## config.mk

```make
export PLATFORM = sky130hd
export DESIGN_NAME = pwm_channel
export DESIGN_NICKNAME = d
export VERILOG_FILES = /design/src/rtl/pwm_chan_pkg.sv /design/src/rtl/pwm_chan_regs.sv /design/src/rtl/pwm_chan_counter.sv /design/src/rtl/pwm_chan_outstage.sv /design/src/rtl/pwm_channel.sv
export SDC_FILE = /design/constraint.sdc
export NUM_CORES = 1
export LEC_CHECK = 0
export ABC_CLOCK_PERIOD_IN_PS = 3900
export BUFFER_PORTS_ARGS = -buffer_cell sky130_fd_sc_hd__clkbuf_2
export CAP_MARGIN = 0
export CORE_ASPECT_RATIO = 1.4
export CORE_MARGIN = 5
export CORE_UTILIZATION = 53
export DETAILED_ROUTE_END_ITERATION = 10
export PLACE_DENSITY = 0.83
export SLEW_MARGIN = 30
export SYNTH_ARGS = -nofsm -noshare
export SYNTH_HDL_FRONTEND = slang
export SYNTH_SLANG_ARGS = --single-unit
```

## constraint.sdc

```tcl
create_clock -name clk -period 3.9 [get_ports clk]
set_input_delay 0.39 -clock clk [delete_from_list [all_inputs] [get_ports clk]]
set_output_delay 0.39 -clock clk [all_outputs]
set_load 0.03 [all_outputs]
```

## src/rtl/pwm_chan_pkg.sv

```systemverilog
package pwm_chan_pkg;

   typedef enum logic [1:0] {
      SEL_PERIOD = 2'd0,
      SEL_DUTY   = 2'd1,
      SEL_COUNT  = 2'd2,
      SEL_CTRL   = 2'd3
   } pwm_sel_e;

   localparam int CTRL_EN_BIT  = 0;
   localparam int CTRL_POL_BIT = 1;
   localparam int CTRL_CEN_BIT = 2;
   localparam int CTRL_MIN_W   = CTRL_CEN_BIT + 1;

   typedef struct packed {
      logic center;
      logic pol;
   } pwm_shape_t;

endpackage

```

## src/rtl/pwm_chan_regs.sv

```systemverilog
module pwm_chan_regs
   import pwm_chan_pkg::*;
#(
   parameter int W = 8
) (
   input  logic          clk,
   input  logic          rst_n,
   input  logic          wr_en,
   input  logic [1:0]    wr_sel,
   input  logic [W-1:0]  wr_data,
   input  logic          period_end,
   output logic          enable,
   output logic [W-1:0]  per_act,
   output logic [W-1:0]  duty_act,
   output pwm_shape_t    shape_act,
   output logic          restart,
   output logic          load_evt
);

   logic [W-1:0] per_buf;
   logic [W-1:0] duty_buf;
   pwm_shape_t   shape_buf;
   pwm_shape_t   shape_new;
   logic         wr_per;
   logic         wr_duty;
   logic         wr_ctl;
   logic         disable_evt;
   logic         direct_ctl;

   always_comb begin
      wr_per      = wr_en && (wr_sel == SEL_PERIOD);
      wr_duty     = wr_en && (wr_sel == SEL_DUTY);
      wr_ctl      = wr_en && (wr_sel == SEL_CTRL);
      restart     = wr_en && (wr_sel == SEL_COUNT);
      shape_new   = '{center: wr_data[CTRL_CEN_BIT], pol: wr_data[CTRL_POL_BIT]};
      disable_evt = wr_ctl && enable && !wr_data[CTRL_EN_BIT];
      direct_ctl  = wr_ctl && (!enable || !wr_data[CTRL_EN_BIT]);
      load_evt    = period_end || restart || disable_evt;
   end

   always_ff @(posedge clk) begin
      if (!rst_n) begin
         enable    <= 1'b0;
         per_buf   <= '0;
         duty_buf  <= '0;
         shape_buf <= '0;
      end else begin
         if (wr_per)  per_buf  <= wr_data;
         if (wr_duty) duty_buf <= wr_data;
         if (wr_ctl) begin
            enable    <= wr_data[CTRL_EN_BIT];
            shape_buf <= shape_new;
         end
      end
   end

   always_ff @(posedge clk) begin
      if (!rst_n) begin
         per_act   <= '0;
         duty_act  <= '0;
         shape_act <= '0;
      end else begin
         if (wr_per && !enable)       per_act <= wr_data;
         else if (load_evt)           per_act <= per_buf;

         if (wr_duty && !enable)      duty_act <= wr_data;
         else if (load_evt)           duty_act <= duty_buf;

         if (direct_ctl)              shape_act <= shape_new;
         else if (load_evt)           shape_act <= shape_buf;
      end
   end

endmodule

```

## src/rtl/pwm_chan_counter.sv

```systemverilog
module pwm_chan_counter #(
   parameter int W         = 8,
   parameter bit CENTER_EN = 1'b1
) (
   input  logic          clk,
   input  logic          rst_n,
   input  logic          run,
   input  logic          tick,
   input  logic          restart,
   input  logic [W-1:0]  per_act,
   input  logic          center_req,
   output logic [W-1:0]  cnt,
   output logic          period_end
);

   localparam int WX = W + 1;

   logic          center;
   logic          down;
   logic          step;
   logic          idle;
   logic [WX-1:0] up_next;
   logic          left_end;
   logic          turn;
   logic          dec;
   logic          ctr_end;
   logic          end_hit;
   logic [W-1:0]  cnt_n;
   logic          down_n;

   generate
      if (CENTER_EN) begin : g_center
         assign center = center_req;
      end else begin : g_left_only
         assign center = 1'b0;
      end
   endgenerate

   always_comb begin
      step     = run && tick && !restart;
      idle     = (per_act == '0);
      up_next  = {1'b0, cnt} + WX'(1);
      left_end = (up_next >= {1'b0, per_act});
      turn     = !down && (cnt >= per_act);
      dec      = down || turn;
      ctr_end  = dec && (cnt <= W'(1));
      end_hit  = idle || (center ? ctr_end : left_end);
      period_end = step && end_hit;
      if (end_hit) begin
         cnt_n  = '0;
         down_n = 1'b0;
      end else if (center && dec) begin
         cnt_n  = cnt - W'(1);
         down_n = 1'b1;
      end else begin
         cnt_n  = up_next[W-1:0];
         down_n = 1'b0;
      end
   end

   always_ff @(posedge clk) begin
      if (!rst_n || restart) begin
         cnt  <= '0;
         down <= 1'b0;
      end else if (step) begin
         cnt  <= cnt_n;
         down <= down_n;
      end
   end

endmodule

```

## src/rtl/pwm_chan_outstage.sv

```systemverilog
module pwm_chan_outstage #(
   parameter int W       = 8,
   parameter bit REG_OUT = 1'b0
) (
   input  logic          clk,
   input  logic          rst_n,
   input  logic [W-1:0]  cnt,
   input  logic [W-1:0]  per_act,
   input  logic [W-1:0]  duty_act,
   input  logic          pol,
   output logic          level
);

   logic start_phase;
   logic lvl_c;

   always_comb begin
      start_phase = (per_act == '0) || (cnt < duty_act);
      lvl_c       = start_phase ? pol : !pol;
   end

   generate
      if (REG_OUT) begin : g_reg
         always_ff @(posedge clk) begin
            if (!rst_n) level <= 1'b0;
            else        level <= lvl_c;
         end
      end else begin : g_comb
         assign level = lvl_c;
      end
   endgenerate

endmodule

```

## src/rtl/pwm_channel.sv

```systemverilog
module pwm_channel
   import pwm_chan_pkg::*;
#(
   parameter int CNT_W     = 8,
   parameter bit CENTER_EN = 1'b1,
   parameter bit REG_OUT   = 1'b0
) (
   input  logic             clk,
   input  logic             rst_n,
   input  logic             tick,
   input  logic             wr_en,
   input  logic [1:0]       wr_sel,
   input  logic [CNT_W-1:0] wr_data,
   output logic             pwm_out
);

   generate
      if (CNT_W < CTRL_MIN_W || CNT_W > 16) begin : g_bad_width
         $error("pwm_channel: CNT_W out of range");
      end
   endgenerate

   logic             enable;
   logic [CNT_W-1:0] per_act;
   logic [CNT_W-1:0] duty_act;
   pwm_shape_t       shape_act;
   logic             restart;
   logic             load_evt;
   logic [CNT_W-1:0] cnt;
   logic             period_end;

   pwm_chan_regs #(.W(CNT_W)) u_regs (
      .clk        (clk),
      .rst_n      (rst_n),
      .wr_en      (wr_en),
      .wr_sel     (wr_sel),
      .wr_data    (wr_data),
      .period_end (period_end),
      .enable     (enable),
      .per_act    (per_act),
      .duty_act   (duty_act),
      .shape_act  (shape_act),
      .restart    (restart),
      .load_evt   (load_evt)
   );

   pwm_chan_counter #(.W(CNT_W), .CENTER_EN(CENTER_EN)) u_cnt (
      .clk        (clk),
      .rst_n      (rst_n),
      .run        (enable),
      .tick       (tick),
      .restart    (restart),
      .per_act    (per_act),
      .center_req (shape_act.center),
      .cnt        (cnt),
      .period_end (period_end)
   );

   pwm_chan_outstage #(.W(CNT_W), .REG_OUT(REG_OUT)) u_out (
      .clk      (clk),
      .rst_n    (rst_n),
      .cnt      (cnt),
      .per_act  (per_act),
      .duty_act (duty_act),
      .pol      (shape_act.pol),
      .level    (pwm_out)
   );

endmodule

```

After elaboration in Yosys (flattened, before gate mapping):

Index checks and enable logic that the tools add are counted.

* $add $sub $neg: 2
* $lt $le $gt $ge: 4
* equality and inequality tests: 3
* mux-type cells: 12
* reduce and logical (&&, ||, !) cells: 33

Operator list (count)
* $mux W8: 6
* $logic_and A1 B1 Y1: 15
* $add A8 B1 Y9 const B: 1
* $ge A9 B8 Y1: 1
* $ge A8 B8 Y1: 1
* $le A8 B1 Y1 const B: 1
* $logic_not A8 Y1: 1
* $lt A8 B8 Y1: 1
* $sub A8 B1 Y8 const B: 1
* $logic_or A1 B1 Y1: 7
* $logic_not A1 Y1: 6
* $reduce_bool A2 Y1: 3
* $eq A2 B2 Y1 const B: 2
* $mux W1: 4
* $mux W2: 2
* $eq A2 B1 Y1 const B: 1
* $logic_not A2 Y1: 1

* bits in registers: 46
* input port bits: 14
* output and inout bits: 1
* logic and storage cells: 65

Depth between registers and ports, before layout:

* word-level depth: 11
* gate-level depth with buffers: 14

Modules after synthesis:

Synthesis repeated with hierarchy kept, for this count alone.

* cells, all modules: 332
* area total of the unflattened synthesis: 3021.6 µm²

By module, submodules not included
* pwm_chan_regs: instances 1, cells each 152, area an instance 1570.3 µm², sequential area each 740.7 µm²
* pwm_chan_counter: instances 1, cells each 152, area an instance 1219.9 µm², sequential area each 180.2 µm²
* pwm_chan_outstage: instances 1, cells each 28, area an instance 231.5 µm², sequential area each 0.0 µm²

Worst setup path before layout:

No wires, ideal clock.

* path kind: reg-to-reg
* from: register u_cnt.cnt[2]
* to: register, netlist name u_regs.shape_act[1]
* library setup time: 119 ps
* arrival: 2643 ps
* path slack: 1138 ps
* cell stages (with the launch flop): 14
* path buffers: 2
* clock period less this slack: 2762 ps
* cells stage by stage: dfxtp_1 > buf_2 > and3_1 > and3_1 > xor2_1 > ha_1 > a211o_1 > o211ai_1 > o211a_1 > a221oi_1 > a221oi_4 > buf_6 > mux2i_1 > a21oi_1

* word-level cells in the longest chain between the ends: 10

Ends and longest elaborated chain
* from (decl): RTL line pwm_chan_counter.sv:12 `output logic [W-1:0] cnt,`
* from (signal assigned): RTL line pwm_chan_counter.sv:66 `cnt <= cnt_n;`
* branches (longest 4 deep; another with $add A8 B1 Y9)
* $mux W1 (*): RTL line pwm_chan_counter.sv:47 `end_hit = idle || (center ? ctr_end : left_end);`
* $logic_or A1 B1 Y1 (*): RTL line pwm_chan_counter.sv:47
* $logic_and A1 B1 Y1 (*): RTL line pwm_chan_counter.sv:48 `period_end = step && end_hit;`
* $logic_or A1 B1 Y1 (*) (2 in a row): RTL line pwm_chan_regs.sv:38 `load_evt = period_end || restart || disable_evt;`
* $reduce_bool A2 Y1 (no source line) (*)

Every way passes the cells marked *.
A chain may end at the register's enable or synchronous reset.

Worst setup path in the final report:

* from: register u_cnt.cnt[4]
* to: register u_regs.duty_act[5]

* word-level cells in the longest chain between the ends: 10

Ends and longest elaborated chain
* branches (longest 4 deep; another with $add A8 B1 Y9)
* $mux W1 (*): RTL line pwm_chan_counter.sv:47
* $logic_or A1 B1 Y1 (*): RTL line pwm_chan_counter.sv:47
* $logic_and A1 B1 Y1 (*): RTL line pwm_chan_counter.sv:48
* $logic_or A1 B1 Y1 (*) (2 in a row): RTL line pwm_chan_regs.sv:38
* $reduce_bool A2 Y1 (no source line) (*)
* to (signal assigned): RTL line pwm_chan_regs.sv:66 `if (wr_duty && !enable) duty_act <= wr_data;`
* to (signal assigned): RTL line pwm_chan_regs.sv:67 `else if (load_evt) duty_act <= duty_buf;`
* to (decl): RTL line pwm_chan_regs.sv:14 `output logic [W-1:0] duty_act,`

Marks and branches as above.

==> impl_results.md <==
- Status: completed
- Setup WS pre-CTS: approximately 0.61 ns
- Least-Margin Pin Slew: 0.806 ns
- Pleak: about 1.3 nW
- Final min period: between 3 and 4 ns
- GRT overflow: 0
- Most common cell after layout, fill and taps aside: dfxtp_1
- # hold bufs at CTS: 0
- Layout cells sized above 1: 10.5%
- Synth area leaders: dfxtp_1 31%, ha_1 11%, mux2i_1 8.2%
- Synth Cell Area: 2930 um^2
- Worst path required time: 4.14 ns
- CP endpoint: u_regs.duty_act[5]
- Final hold vios: 0
- Fraction of registers with async set or reset after synthesis: 0%
- Max VDD drop: 349 uV
- Max Cap Violations: 0
- Io pins: 15
- Crit path kind: reg -> reg
- Met3 Usage GRT: 3.09%
- Max Buffers Root-to-Sink: 2
- Worst path most repeated cell: and3_1
- Crit path max fanout: 18
- FF+latch area: roughly 900 um^2
- Core box area: approximately 5400 um^2
- Area of the multi-input gates: 1870 um^2
- Post-synth EDFFs: 0
- Predominant post-synthesis flop cell: dfxtp_1
- First-pass GRT wire length: 11,500 um
- Horiz. Die Dim: 72.8 um
- Largest net degree at the start of global routing: 39
- FF-to-FF End: u_regs.duty_act[5]
- Routability cong.: 0.927
- Commonest non-fill, non-tap cells in the layout: 46 x dfxtp_1, 26 x ha_1, 24 x mux2i_1
- DR DRC count: 0
- Detailed Route WL: slightly below 7000 um
- Nets: 364
- Setup_tns: 0 ns
- Vias in the first global route: ~2,400
- Worst min path class: in -> reg
- DIE AREA: 7130 um^2
- Detailed Place HPWL: 5210 um
- Flops & latches, synth: 46
- Final ANT Viol Nets: 0
- Slew HR: 46.3%
- Fin crit share: 84.7%
- Register area share after synthesis: 31.5%
- GRT Overall Usage: 20.0%
- Design Power: 0.00117 W
- DRT Pass-1 Iters: 4
- GRT met2 Usage: 34.6%
- FF-to-FF setup slack: a little under 0.6 ns
- Mapped Cells: 313
- Worst Clk Skew: approximately 0.0053 ns
- Buffer count from post-CTS setup fixing: 0
- Worst path cell trace: and3_1, and3_1, xor2_1, ha_1, a211o_1, o211ai_1, o211a_1, a221oi_1, a221oi_4, o221a_1, o21a_1
- RSZ-0062 raised after global routing: false
- Port bufs: 14
- Worst path depth: 11
- Die height: 97.9 um
- Setup crit start kind: flop
- H-tree Lvls: 2
- Top delay family on crit path: compound AO/OA/AOI/OAI gates
- # diodes: 0
- Final setup viols: 0
- WL per Instance: around 17 um
- F_max: 303 MHz
- Met1 global-route usage: 23.4%
- Initial Utilization: 53.7%
- DRT iter0 DRCs: 164
- CTS resizes: 0
- Crit path DAT: 3.55 ns
- Worst reg2reg startpoint: u_cnt.cnt[4]
- Share of the synthesized area in the top cell type: 31.5%
- Worst r2r path cells: 11
- FP Rows: 32
- Leading area contributor after synthesis: dfxtp_1
- Worst hold margin: 0.419 ns
- Clk_lat worst skew: 0.30 ns
- YS warnings: 0
- Synthesis-to-finish area growth: 7.57%
- Initial antenna violation count: 0
- Max-slew violation count: 0
- Worst-path clk slew: around 0.08 ns
- Final WS setup: 0.596 ns
- Most Crowded Layer GR: met2
- Clock Sinks: 46
- Post-DR vias/cell: about 6.1
- TritonCTS Buffers: 5
- Syn Area/Cell: 9.35 um^2
- Worst setup path start: u_cnt.cnt[4]
- Power Dens Cells: 372 nW/um^2
- Crit path buf inv count: 0
- Via Count: ~2,400
- # fillers: 496
- Root Buffer Master: clkbuf_8
- Crit end category: flop
- TritonCTS clock tree: done
- Slowest stage delay, CP: 0.65 ns
- Post-synth cell types: 53
- Syn Nets: 353
- CP max-delay cell: a221oi_4
[worst min path at each step]
stage,startpoint,end,slack (ns),depth (start not counted)
2_1_floorplan,u_regs.duty_act[0],u_regs.duty_act[0],0.44,1
3_3_place_gp,u_regs.duty_act[7],u_regs.duty_act[7],0.45,1
3_5_place_dp,u_regs.duty_act[3],u_regs.duty_act[3],0.46,1
4_1_cts,wr_data[4],u_regs.duty_buf[4],0.41,3
5_1_grt,wr_data[3],u_regs.per_buf[3],0.44,3
6_report,wr_data[4],u_regs.duty_buf[4],0.42,3
[layer usage]
layer | part of all wire (%) | vias to the layer above
met3 | 3.5 | 26
met5 | 0 | -
met1 | 41 | 1126
li1 | - | 1174
met2 | 51 | 66
met4 | 3.8 | 0
[worst min-delay path, cell delays in order]
cell and delay [ns]:
clkbuf_2 0.12, mux2i_1 0.07, nor2b_1 0.09
[through the flow]
step / cell area (um^2) / utilization, % / instances
finish: 3150 / 57.8 / 393
floorplan: 2930 / - / 313
detailed placement: 3040 / 55.8 / 385
global route: 3150 / 57.8 / 393
CTS: 3150 / 57.8 / 393
global placement: 3040 / 55.8 / 385
[cell type report]
type	instances	share of cell area [%]
Clock buffer	5	2.19
Clock inverter	3	1.27
Inverter	18	2.15
Multi-Input combinational cell	235	59.3
Sequential cell	46	29.3
Tap cell	68	2.70
Timing Repair Buffer	18	3.18
[power breakdown]
part	internal [W]	switching (W)	total (W)	leakage, nW
clock network	0.000189	0.000155	0.000343	0.0579
registers	0.000499	0.0000229	0.000522	0.374
logic	0.000125	0.000180	0.000305	0.890
[cells in the mapped netlist, drive strengths merged, types with 3 or more instances]
master / instances
a32oi: 3
mux2i: 24
nor3: 6
inv: 18
o221a: 16
nor2: 17
a21oi: 14
ha: 26
buf: 7
o21a: 18
nor2b: 23
nand2b: 4
o21ai: 13
dfxtp: 46
xnor2: 7
nand4b: 3
xor2: 3
nor4: 3
nand4: 3
nand3: 13
nand2: 11
and3: 3
clkbuf: 7
[flip-flops by register name, indices dropped and copies added, names as in the netlist]
name	flops
u_cnt.cnt	8
u_cnt.down	1
u_regs.duty_act	8
u_regs.duty_buf	8
u_regs.enable	1
u_regs.per_act	8
u_regs.per_buf	8
u_regs.shape_act	2
u_regs.shape_buf	2
[logic make-up (layout without fill, tap and decap cells)]
family          after synthesis  in the layout  share of synthesized area, %
simple gates                 93             93                          18.1
xor+xnor                     10             10                          2.99
compound gates               81             81                          22.9
fa+ha+maj                    26             26                          11.1
flops                        46             46                          31.5
buf+inv                      32             44                          4.79
mux                          25             25                          8.59
Power figures use the tool's default switching activity.
